## config.mk

```make
export PLATFORM = sky130hd
export DESIGN_NAME = bitplane_section_adder
export DESIGN_NICKNAME = d
export VERILOG_FILES = /design/src/rtl/bps_pkg.sv /design/src/rtl/bps_weight_store.sv /design/src/rtl/bps_group_count.sv /design/src/rtl/bps_shift_accum.sv /design/src/rtl/bitplane_section_adder.sv
export SDC_FILE = /design/constraint.sdc
export NUM_CORES = 1
export LEC_CHECK = 0
export BUFFER_PORTS_ARGS = -buffer_cell sky130_fd_sc_hd__buf_2
export CORE_MARGIN = 5
export CORE_UTILIZATION = 35
export DETAILED_ROUTE_END_ITERATION = 7
export SYNTH_ARGS = -nofsm -noshare
export SYNTH_HDL_FRONTEND = slang
export SYNTH_SLANG_ARGS = --single-unit
```

## constraint.sdc

```tcl
create_clock -name clk -period 6.6 [get_ports clk]
set_input_delay 0.66 -clock clk [delete_from_list [all_inputs] [get_ports clk]]
set_output_delay 0.66 -clock clk [all_outputs]
set_load 0.01 [all_outputs]
```

## src/rtl/bps_pkg.sv

```systemverilog
package bps_pkg;

  // Number of set bits in a vector of up to 64 bits.
  function automatic int unsigned ones_in(input logic [63:0] v);
    int unsigned n;
    n = 0;
    for (int i = 0; i < 64; i++) begin
      n += int'(v[i]);
    end
    return n;
  endfunction

  // Clamp a count to the largest code a narrow converter can express.
  function automatic int unsigned clip_to(input int unsigned cnt, input int unsigned top);
    return (cnt > top) ? top : cnt;
  endfunction

endpackage

```

## src/rtl/bps_weight_store.sv

```systemverilog
module bps_weight_store #(
  parameter int ROWS   = 8,
  parameter int GROUPS = 4,
  parameter int COLS   = 16,
  parameter int IDX_W  = 4,
  parameter int GRP_W  = 2
) (
  input  logic                    clk,
  input  logic                    rst_n,
  input  logic                    wr_commit,
  input  logic [GRP_W-1:0]        wr_group,
  input  logic [IDX_W-1:0]        wr_col,
  input  logic [ROWS-1:0]         wr_data,
  input  logic [GROUPS*IDX_W-1:0] col_sel,
  output logic [GROUPS*ROWS-1:0]  rd_cols
);
  localparam int ADDR_W = GRP_W + IDX_W;
  localparam int DEPTH  = 1 << ADDR_W;

  logic [ROWS-1:0] mem_q [DEPTH];

  always_ff @(posedge clk or negedge rst_n) begin
    if (!rst_n) begin
      for (int a = 0; a < DEPTH; a++) begin
        mem_q[a] <= '0;
      end
    end else if (wr_commit) begin
      mem_q[{wr_group, wr_col}] <= wr_data;
    end
  end

  for (genvar g = 0; g < GROUPS; g++) begin : g_rd
    localparam logic [GRP_W-1:0] GID = GRP_W'(g);
    logic [ADDR_W-1:0] rd_addr;
    assign rd_addr = {GID, col_sel[g*IDX_W +: IDX_W]};
    assign rd_cols[g*ROWS +: ROWS] = mem_q[rd_addr];
  end
endmodule

```

## src/rtl/bps_group_count.sv

```systemverilog
module bps_group_count #(
  parameter int ROWS  = 8,
  parameter int CNT_W = 3
) (
  input  logic [ROWS-1:0]  in_bits,
  input  logic [ROWS-1:0]  wcol,
  output logic [CNT_W-1:0] cnt
);
  import bps_pkg::*;
  localparam int unsigned CODE_MAX = (1 << CNT_W) - 1;

  logic [63:0] prod_wide;

  always_comb begin
    prod_wide = '0;
    prod_wide[ROWS-1:0] = in_bits & wcol;
    cnt = CNT_W'(clip_to(ones_in(prod_wide), CODE_MAX));
  end
endmodule

```

## src/rtl/bps_shift_accum.sv

```systemverilog
module bps_shift_accum #(
  parameter int GROUPS = 4,
  parameter int CNT_W  = 3,
  parameter int OUT_W  = 9
) (
  input  logic                    clk,
  input  logic                    rst_n,
  input  logic                    in_valid,
  input  logic [GROUPS*CNT_W-1:0] cnt_flat,
  output logic                    out_valid,
  output logic [OUT_W-1:0]        out_sum
);
  logic [OUT_W-1:0] sum_d;

  always_comb begin
    sum_d = '0;
    for (int g = 0; g < GROUPS; g++) begin
      sum_d = sum_d + (OUT_W'(cnt_flat[g*CNT_W +: CNT_W]) << g);
    end
  end

  always_ff @(posedge clk or negedge rst_n) begin
    if (!rst_n) begin
      out_valid <= 1'b0;
      out_sum   <= '0;
    end else begin
      out_valid <= in_valid;
      if (in_valid) begin
        out_sum <= sum_d;
      end
    end
  end
endmodule

```

## src/rtl/bitplane_section_adder.sv

```systemverilog
module bitplane_section_adder #(
  parameter int ROWS   = 8,
  parameter int GROUPS = 4,
  parameter int COLS   = 16,
  parameter int CNT_W  = 3,
  parameter int OUT_W  = 9
) (
  input  logic                          clk,
  input  logic                          rst_n,
  input  logic                          wr_en,
  input  logic [$clog2(GROUPS)-1:0]     wr_group,
  input  logic [$clog2(COLS)-1:0]       wr_col,
  input  logic [ROWS-1:0]               wr_data,
  input  logic                          in_valid,
  input  logic [ROWS-1:0]               in_bits,
  input  logic [GROUPS*$clog2(COLS)-1:0] col_sel,
  output logic                          out_valid,
  output logic [OUT_W-1:0]              out_sum
);
  localparam int IDX_W = $clog2(COLS);
  localparam int GRP_W = $clog2(GROUPS);

  // Named internal events for the checker.
  logic                    wr_commit;
  logic [GROUPS*ROWS-1:0]  sel_cols;
  logic [GROUPS*CNT_W-1:0] grp_cnt;

  assign wr_commit = wr_en & ~in_valid;

  bps_weight_store #(
    .ROWS(ROWS), .GROUPS(GROUPS), .COLS(COLS), .IDX_W(IDX_W), .GRP_W(GRP_W)
  ) u_store (
    .clk(clk), .rst_n(rst_n), .wr_commit(wr_commit), .wr_group(wr_group),
    .wr_col(wr_col), .wr_data(wr_data), .col_sel(col_sel), .rd_cols(sel_cols)
  );

  for (genvar g = 0; g < GROUPS; g++) begin : g_grp
    bps_group_count #(.ROWS(ROWS), .CNT_W(CNT_W)) u_cnt (
      .in_bits(in_bits),
      .wcol(sel_cols[g*ROWS +: ROWS]),
      .cnt(grp_cnt[g*CNT_W +: CNT_W])
    );
  end

  bps_shift_accum #(.GROUPS(GROUPS), .CNT_W(CNT_W), .OUT_W(OUT_W)) u_acc (
    .clk(clk), .rst_n(rst_n), .in_valid(in_valid), .cnt_flat(grp_cnt),
    .out_valid(out_valid), .out_sum(out_sum)
  );
endmodule

```

==> results of run 1 <==
layer usage:
metal,wire (um),track usage,vias up
li1,-,-,6831
met1,30700,0.238,8093
met2,30000,0.266,297
met3,3220,0.0285,99
met4,1750,0.0481,4
met5,27,0,-
state kept, by name (all words and copies together) (netlist names):
register         cells
u_acc.out_sum        7
u_acc.out_valid      1
u_store.mem_q      512
stage by stage:
| stage | worst slack (ns) | cell area [sq um] | hold WS [ns] | total power, mW |
|---|---|---|---|---|
| detailed placement | 0.0731 | 26700 | 0.481 | 4.71 |
| finish | 0.739 | 28600 | 0.111 | 7.86 |
| global route | 0.486 | 28600 | 0.183 | 8.21 |
| CTS | 0.713 | 28600 | 0.135 | 7.96 |
| global placement | 0.187 | 26700 | 0.475 | 4.66 |
| floorplan | 0.252 | 25400 | 0.364 | 4.31 |
worst min path at each step:
stage | slack [ns] | end
2_1_floorplan | 0.36 | u_acc.out_sum[0]
3_3_place_gp | 0.48 | u_store.mem_q[314]
3_5_place_dp | 0.48 | u_store.mem_q[316]
4_1_cts | 0.14 | u_store.mem_q[443]
5_1_grt | 0.18 | u_store.mem_q[401]
6_report | 0.11 | u_store.mem_q[426]
cell usage in the layout, fill, tap and decap left out, types with 9 or more instances in the layout:
cell and instances:
inv_1 26, nor3_1 15, and3_1 15, clkbuf_1 12, nand2_2 32, nor2_1 11
a22oi_1 100, dfrtp_1 520, mux2_2 502, a22o_1 28, mux2i_1 257, nand4_1 18
o21ai_0 16, buf_12 9, clkbuf_8 18, nand2_1 27, buf_4 43, ha_1 18
fa_1 20, nor2_2 17, buf_2 44, nand4b_1 18, clkbuf_16 58
cells by family after synthesis:
logic type / after synthesis / share of synthesized area
AOI/OAI and AO/OA: 157 / 0.0452
xor gates and xnor gates: 2 / 0.000690
adders and majority gates: 38 / 0.0246
buffers and inverters: 166 / 0.0288
DFF: 520 / 0.512
muxes: 773 / 0.331
other: 1 / 0.000148
and+or+nand+nor: 210 / 0.0572
report_power, final:
group          total, mW  internal, mW  switching [mW]
clock network       3.22          1.92            1.30
registers           3.62          3.47           0.150
logic               1.03         0.471           0.554
final cells by class:
class | count | area, sq um | share of cell area
Clock buffer | 88 | 1740 | 0.0609
Clock inverter | 14 | 161 | 0.00564
Inverter | 26 | 97.6 | 0.00341
Multi-Input combinational cell | 1182 | 11700 | 0.408
Sequential cell | 520 | 13000 | 0.454
Tap cell | 950 | 1190 | 0.0415
Timing Repair Buffer | 97 | 738 | 0.0258
==> flow_metrics.env, run 1 <==
export IMPL_fp_row_count=98
export IMPL_fmax_mhz=171
export IMPL_min_path_type="in2async"
export IMPL_nNetsFinal=1963
export IMPL_critical_path_arrival_ns=6.36
export IMPL_cp_common_cell="fa_1"
export IMPL_ios=52
export IMPL_synth_area_leaders="dfrtp_1 51%, mux2_2 22%, mux2i_1 10%"
export IMPL_cts_made_buffers=56
export IMPL_ant_nets=0
export IMPL_netlist_instances=1867
export IMPL_globalRouteTotalUtil=0.167
export IMPL_ctsRootBufferMaster="clkbuf_16"
export IMPL_dp_hpwl_um=40900
export IMPL_crit_path_start_kind="primary input"
export IMPL_synth_edf_count=0
export IMPL_routedWlPerCell_um=22.8
export IMPL_synthFlopType="dfrtp_1"
export IMPL_core_sq_um=71700
export IMPL_placement_io_buffers=49
export IMPL_path_clk_slew_ns=0.06
export IMPL_critPathKind="in2reg"
export IMPL_viasPerCell=5.33
export IMPL_hold_violations=0
export IMPL_cts_path_max_buffers=3
export IMPL_endpoint="u_acc.out_sum[5]"
export IMPL_yosysMostFrequentCell="dfrtp_1"
export IMPL_fin_skew_ns=0.0289
export IMPL_yosys_cell_types_count=49
export IMPL_die_height_um=279
export IMPL_grt_remaining_overflow=0
export IMPL_cts_resized=0
export IMPL_grt_pass1_wl_um=103000
export IMPL_die_w_um=279
export IMPL_power_density_nw_per_um2=274
export IMPL_drive_gt1_frac=0.401
export IMPL_ys_warn_count=0
export IMPL_clock_sinks=520
export IMPL_drv_cap=0
export IMPL_path_max_fanout=15
export IMPL_synth_largest_area_cell="dfrtp_1"
export IMPL_cp_slowest_cell="fa_1"
export IMPL_design_die_area_sq_um=78100
export IMPL_syn_avg_cell_area_sq_um=13.6
export IMPL_antenna_found_initial=5
export IMPL_power_leakage_nw=14.2
export IMPL_fin_tns_setup_ns=0
export IMPL_rsz0062_at_grt="false"
export IMPL_fin_crit_ns=5.86
export IMPL_worst_path_buf_inv=6
export IMPL_syn_to_final_growth_pct=12.7
export IMPL_status="finished clean"
export IMPL_crit_path_start="col_sel[0]"
export IMPL_cts_tree="built"
export IMPL_dp_cells=2775
export IMPL_cts_hold_buf=0
export IMPL_synth_top_cells_by_count="520 x dfrtp_1, 502 x mux2_2, 257 x mux2i_1"
export IMPL_drt_iter0_drc=1011
export IMPL_worst_path_stages=24
export IMPL_drc=0
export IMPL_grt_max_degree=133
export IMPL_ys_seq_elements=520
export IMPL_r2r_start="u_store.mem_q[400]"
export IMPL_syn_area_sq_um=25400
export IMPL_n_antenna_cell=0
export IMPL_timing_final_setup_violations=0
export IMPL_drt_pass1_iter_count=5
export IMPL_clock_latency_ns=0.62
export IMPL_htreeDepth=2
export IMPL_r2r_end="u_acc.out_sum[5]"
export IMPL_synth_async_reset_ratio=1.00
export IMPL_required_ns=7.10
export IMPL_ys_seq_area_frac=0.512
export IMPL_start_util=0.354
export IMPL_r2r_cells=22
export IMPL_final_cell_count_no_fill=2877
export IMPL_crit_chain="buf_4 > buf_12 > mux2i_1 > a22oi_1 > nand4b_1 > nand2_1 > ha_1 > inv_1 > fa_1 > inv_1 > fa_1 > fa_1 > inv_1 > fa_1 > o21ai_0 > ha_1 > fa_1 > xnor2_1 > fa_1 > ha_1 > inv_1 > fa_1 > xnor2_1 > mux2_2"
export IMPL_reg2reg_slack_ns=0.87
export IMPL_max_slew_margin_rel=0.203
export IMPL_finish_utilization=0.399
export IMPL_num_fill_cells=6718
export IMPL_max_stage_delay_ns=0.57
export IMPL_cts_setup_buffers=0
export IMPL_cp_top_family="adder cells"
export IMPL_grt_pass1_vias=16550
export IMPL_gp_congestion=0.802
export IMPL_slew_violations=0
export IMPL_endpoint_kind="flip-flop"
export IMPL_synth_top_area_share=0.512
export IMPL_wl_um=65700
export IMPL_ir_worst_vdd_mv=0.185
export IMPL_period_share=0.888
export IMPL_vias=15324
export IMPL_worst_slew_pin_slew_ns=1.19
Power figures use the tool's default switching activity.
==> run 2, diff against run 1 <==
--- a/config.mk
+++ b/config.mk
@@ -9,6 +9,7 @@
 export CORE_MARGIN = 5
 export CORE_UTILIZATION = 35
 export DETAILED_ROUTE_END_ITERATION = 7
+export GPL_TIMING_DRIVEN = 0
 export SYNTH_ARGS = -nofsm -noshare
 export SYNTH_HDL_FRONTEND = slang
 export SYNTH_SLANG_ARGS = --single-unit
==> flow_metrics.env, run 2 (synthesized netlist as in run 1, its figures left out) <==
export IMPL_fp_row_count=98
export IMPL_viasPerCell=5.40
export IMPL_critical_path_arrival_ns=6.83
export IMPL_max_slew_margin_rel=0.277
export IMPL_ctsRootBufferMaster="clkbuf_16"
export IMPL_clock_latency_ns=0.62
export IMPL_fin_crit_ns=6.33
export IMPL_required_ns=7.10
export IMPL_cts_made_buffers=56
export IMPL_use_met3=0.0288
export IMPL_drive_gt1_frac=0.378
export IMPL_cts_setup_buffers=0
export IMPL_grt_remaining_overflow=0
export IMPL_drt_iter0_drc=1165
export IMPL_die_w_um=279
export IMPL_design_die_area_sq_um=78100
export IMPL_globalRouteTotalUtil=0.183
export IMPL_r2r_start="u_store.mem_q[449]"
export IMPL_clock_sinks=520
export IMPL_fin_skew_ns=0.0212
export IMPL_slew_violations=0
export IMPL_met1_usage=0.260
export IMPL_r2r_cells=22
export IMPL_cts_tree="built"
export IMPL_syn_to_final_growth_pct=13.3
export IMPL_ios=52
export IMPL_path_clk_slew_ns=0.06
export IMPL_grt_max_degree=119
export IMPL_placement_io_buffers=33
export IMPL_wl_um=72700
export IMPL_drv_cap=0
export IMPL_num_fill_cells=6707
export IMPL_power_leakage_nw=14.2
export IMPL_vias=15986
export IMPL_grt_busiest_layer="met2"
export IMPL_regMostFlops="u_store.mem_q"
export IMPL_use_met2=0.294
export IMPL_nNetsFinal=2042
export IMPL_reg2reg_slack_ns=0.70
export IMPL_routedWlPerCell_um=24.6
export IMPL_drc=0
export IMPL_ant_nets=0
export IMPL_hold_slack_ns=0.0781
export IMPL_antenna_found_initial=8
export IMPL_min_path_type="in2async"
export IMPL_hold_violations=0
export IMPL_htreeDepth=2
export IMPL_timing_final_setup_violations=0
export IMPL_dp_hpwl_um=49700
export IMPL_worst_slew_pin_slew_ns=1.08
export IMPL_top_regs="u_store.mem_q: 512 flops, u_acc.out_sum: 7 flops, u_acc.out_valid: 1 flops"
export IMPL_rsz0062_at_grt="false"
export IMPL_largest_reg_flops=512
export IMPL_ir_worst_vdd_mv=0.196
export IMPL_endpoint_kind="flip-flop"
export IMPL_fmax_mhz=158
export IMPL_critPathKind="in2reg"
export IMPL_drt_pass1_iter_count=5
export IMPL_design_area_sq_um=28800
export IMPL_endpoint="u_acc.out_sum[5]"
export IMPL_cts_resized=2
export IMPL_dp_cells=2855
export IMPL_grt_pass1_wl_um=110000
export IMPL_crit_path_start_kind="primary input"
export IMPL_period_share=0.959
export IMPL_path_max_fanout=10
export IMPL_status="finished clean"
export IMPL_final_cell_count_no_fill=2960
export IMPL_layout_commonest_cell="dfrtp_1"
export IMPL_start_util=0.354
export IMPL_die_height_um=279
export IMPL_cts_hold_buf=0
export IMPL_final_cell_mix="520 x dfrtp_1, 502 x mux2_2, 257 x mux2i_1"
export IMPL_grt_pass1_vias=16842
export IMPL_power_density_nw_per_um2=275
export IMPL_place_area_sq_um=26900
export IMPL_r2r_end="u_acc.out_sum[5]"
export IMPL_gp_congestion=0.882
export IMPL_crit_path_start="col_sel[0]"
export IMPL_core_sq_um=71700
export IMPL_cts_path_max_buffers=3
-- run 2: cell type report --
type | count | area (sq um) | share of cell area
well taps | 950 | 1190 | 0.0413
repair buffers | 37 | 285 | 0.00991
clock buffers | 80 | 1600 | 0.0557
clock inverters | 24 | 280 | 0.00973
flip-flops and latches | 520 | 13000 | 0.452
plain buffers | 139 | 652 | 0.0226
inverters | 26 | 97.6 | 0.00339
multi-input cells | 1182 | 11700 | 0.405
diodes | 2 | 5.00 | 0.000174
-- run 2: through the flow --
stage,setup slack (ns),power (mW),util,TNS [ns]
2_1_floorplan,0.252,4.31,-,0
3_3_place_gp,-5.55,4.69,0.373,-2849.56
3_5_place_dp,-0.790,4.73,0.375,-2.41
4_1_cts,0.0262,8.00,0.401,0
5_1_grt,0.00973,8.24,0.401,0
6_report,0.272,7.92,0.401,0
-- run 2: power breakdown --
part           total (mW)  leakage [nW]  switching, mW  internal, mW
combinational        1.07          6.20          0.597         0.475
clock                3.24         0.936           1.32          1.92
sequential           3.61          7.06          0.142          3.47
total                7.92          14.2           2.06          5.86
-- run 2: worst min-delay path by stage --
stage | start | endpoint | slack, ns | depth (start not counted)
after CTS | rst_n | u_acc.out_valid | 0.1 | 1
final | rst_n | u_acc.out_valid | 0.08 | 1
after floorplan | rst_n | u_acc.out_sum[0] | 0.36 | 0
after global routing | rst_n | u_acc.out_valid | 0.15 | 1
after detailed placement | u_store.mem_q[313] | u_store.mem_q[313] | 0.48 | 1
after global placement | u_store.mem_q[318] | u_store.mem_q[318] | 0.47 | 1
-- run 2: worst max-delay path: stages --
cell	delay, ns
clkbuf_4	0.23
buf_4	0.26
buf_6	0.23
mux2i_1	0.27
a22oi_1	0.10
nand4_1	0.12
nand2_1	0.08
ha_1	0.28
inv_1	0.05
fa_1	0.54
inv_1	0.07
fa_1	0.57
fa_1	0.20
inv_1	0.06
fa_1	0.47
o21ai_0	0.13
ha_1	0.27
fa_1	0.40
xnor2_1	0.22
fa_1	0.58
ha_1	0.17
inv_1	0.06
fa_1	0.37
xnor2_1	0.16
mux2_2	0.28
-- run 2: routing by layer --
layer,vias up,routed length [um]
met3,115,4080
met4,2,1840
met1,8416,33300
li1,6978,-
met5,-,20
met2,475,33500
==> run 3, diff against run 2 <==
--- a/config.mk
+++ b/config.mk
@@ -7,9 +7,10 @@
 export LEC_CHECK = 0
 export BUFFER_PORTS_ARGS = -buffer_cell sky130_fd_sc_hd__buf_2
 export CORE_MARGIN = 5
-export CORE_UTILIZATION = 35
+export CORE_UTILIZATION = 55
 export DETAILED_ROUTE_END_ITERATION = 7
 export GPL_TIMING_DRIVEN = 0
+export PLACE_DENSITY = 0.71
 export SYNTH_ARGS = -nofsm -noshare
 export SYNTH_HDL_FRONTEND = slang
 export SYNTH_SLANG_ARGS = --single-unit
==> flow_metrics.env, run 3 (synthesized netlist as in run 1, its figures left out) <==
export IMPL_status="finished clean"
export IMPL_viasPerCell=6.13
export IMPL_grt_max_degree=117
export IMPL_placement_io_buffers=33
export IMPL_fp_row_count=78
export IMPL_routedWlPerCell_um=25.6
export IMPL_min_path_type="in2async"
export IMPL_endpoint_kind="flip-flop"
export IMPL_start_util=0.557
export IMPL_required_ns=7.09
export IMPL_grt_pass1_vias=16760
export IMPL_htreeDepth=2
export IMPL_cts_setup_buffers=0
export IMPL_worst_slew_pin_slew_ns=1.19
export IMPL_fin_skew_ns=0.0214
export IMPL_drv_cap=0
export IMPL_drive_gt1_frac=0.373
export IMPL_power_frac_clock=0.402
export IMPL_max_slew_margin_rel=0.207
export IMPL_dp_hpwl_um=45700
export IMPL_cp_slowest_cell="fa_1"
export IMPL_seqPwrFrac=0.464
export IMPL_path_max_fanout=10
export IMPL_fmax_mhz=157
export IMPL_slew_violations=0
export IMPL_globalRouteTotalUtil=0.266
export IMPL_critPathKind="in2reg"
export IMPL_hold_violations=0
export IMPL_ctsRootBufferMaster="clkbuf_16"
export IMPL_fin_crit_ns=6.36
export IMPL_cts_resized=2
export IMPL_cts_tree="built"
export IMPL_design_die_area_sq_um=50600
export IMPL_cp_common_cell="fa_1"
export IMPL_syn_to_final_growth_pct=11.4
export IMPL_core_sq_um=45600
export IMPL_layout_commonest_cell="dfrtp_1"
export IMPL_clock_sinks=520
export IMPL_max_stage_delay_ns=0.57
export IMPL_swShare=0.254
export IMPL_period_share=0.964
export IMPL_path_clk_slew_ns=0.06
export IMPL_cts_made_buffers=54
export IMPL_timing_final_setup_violations=0
export IMPL_fin_tns_setup_ns=0
export IMPL_rsz0062_at_grt="false"
export IMPL_antenna_found_initial=4
export IMPL_gp_congestion=0.849
export IMPL_drt_pass1_iter_count=5
export IMPL_place_area_sq_um=26400
export IMPL_top_regs="u_store.mem_q: 512 flops, u_acc.out_sum: 7 flops, u_acc.out_valid: 1 flops"
export IMPL_internal_power_mw=5.81
export IMPL_ant_nets=0
export IMPL_largest_reg_flops=512
export IMPL_drc=0
export IMPL_crit_path_start_kind="primary input"
export IMPL_wl_um=66800
export IMPL_final_cell_mix="520 x dfrtp_1, 502 x mux2_2, 257 x mux2i_1"
export IMPL_critical_path_arrival_ns=6.85
export IMPL_final_cell_count_no_fill=2605
export IMPL_power_density_nw_per_um2=275
export IMPL_crit_chain="buf_2 > nor2b_1 > clkbuf_1 > clkbuf_1 > a22oi_1 > nand4b_1 > nand2_1 > ha_1 > inv_1 > fa_1 > fa_1 > fa_1 > fa_1 > nand2_1 > fa_1 > xnor2_1 > fa_1 > ha_1 > inv_1 > fa_1 > xnor2_1 > mux2_2"
export IMPL_regMostFlops="u_store.mem_q"
export IMPL_pwr_share_comb=0.134
export IMPL_grt_remaining_overflow=0
export IMPL_nNetsFinal=2039
export IMPL_drt_iter0_drc=1288
export IMPL_netSwitchingPower_mw=1.97
export IMPL_ir_worst_vdd_mv=0.215
export IMPL_design_area_sq_um=28300
export IMPL_die_w_um=225
export IMPL_power_leakage_nw=14.1
export IMPL_cts_path_max_buffers=3
export IMPL_die_height_um=225
export IMPL_finalPower_mw=7.78
export IMPL_ios=52
export IMPL_vias=15957
export IMPL_grt_pass1_wl_um=103000
export IMPL_cts_hold_buf=0
export IMPL_clock_latency_ns=0.61
export IMPL_dp_cells=2505
## run 3: cell count changes in the layout (fill, tap and decap cells not counted), moves of 2 or more
cell	change
bufinv_16	-2
clkbuf_1	+6
clkinv_2	-10
inv_6	-2
clkbuf_2	-2
clkbuf_8	+3
## run 3: critical path, delay by kind of cell
family,cells,cell delay (ns)
adder cells (fa/ha/maj),9,3.85
XOR/XNOR,2,0.39
AND/OR/NAND/NOR,4,0.43
buffers and inverters,5,1.05
AO/OA/AOI/OAI,1,0.18
multiplexers,1,0.27
## run 3: metrics by stage
stage | hold WS [ns] | utilization | setup slack [ns]
CTS | 0.0956 | 0.620 | 0.00393
global placement | 0.473 | 0.578 | -5.40
global route | 0.143 | 0.621 | 0.0172
detailed placement | 0.481 | 0.580 | -0.762
finish | 0.0622 | 0.621 | 0.240
floorplan | 0.364 | - | 0.252
## run 3: cell type report
class	count	area, sq um
Antenna cell	3	7.51
Buffer	138	653
Clock buffer	89	1670
Clock inverter	10	153
Fill cell	3510	17300
Inverter	26	97.6
Multi-Input combinational cell	1182	11700
Sequential cell	520	13000
Tap cell	600	751
Timing Repair Buffer	37	285
## run 3: path summary, 6_finish.rpt
path | startpoint | endpoint | slack [ns] | depth (start not counted)
setup / recovery | col_sel[6] | u_acc.out_sum[5] | 0.24 | 22
hold / removal | rst_n | u_store.mem_q[178] | 0.06 | 1
setup reg to reg | u_store.mem_q[257] | u_acc.out_sum[5] | 0.77 | 19
hold reg to reg | u_store.mem_q[316] | u_store.mem_q[316] | 0.49 | 1
max in group asynchronous | rst_n | u_store.mem_q[450] | 5.02 | 3
min in group clk | in_valid | u_acc.out_valid | 0.28 | 1
## run 3: power groups by stage
stage               registers (mW)  logic [mW]  clock network, mW
floorplan                     3.63       0.680                  0
finish                        3.61        1.05               3.13
global route                  3.64        1.15               3.29
CTS                           3.61        1.05               3.17
detailed placement            3.66        1.04                  0
global placement              3.65        1.00                  0
## run 3: per-layer routing
layer | wire length (um) | track usage | part of all wire | up-vias
li1 | - | - | - | 6993
met5 | 19 | 0 | 0.00028 | -
met1 | 29100 | 0.373 | 0.44 | 8361
met3 | 4530 | 0.0507 | 0.068 | 133
met4 | 1940 | 0.0799 | 0.029 | 2
met2 | 31200 | 0.425 | 0.47 | 468
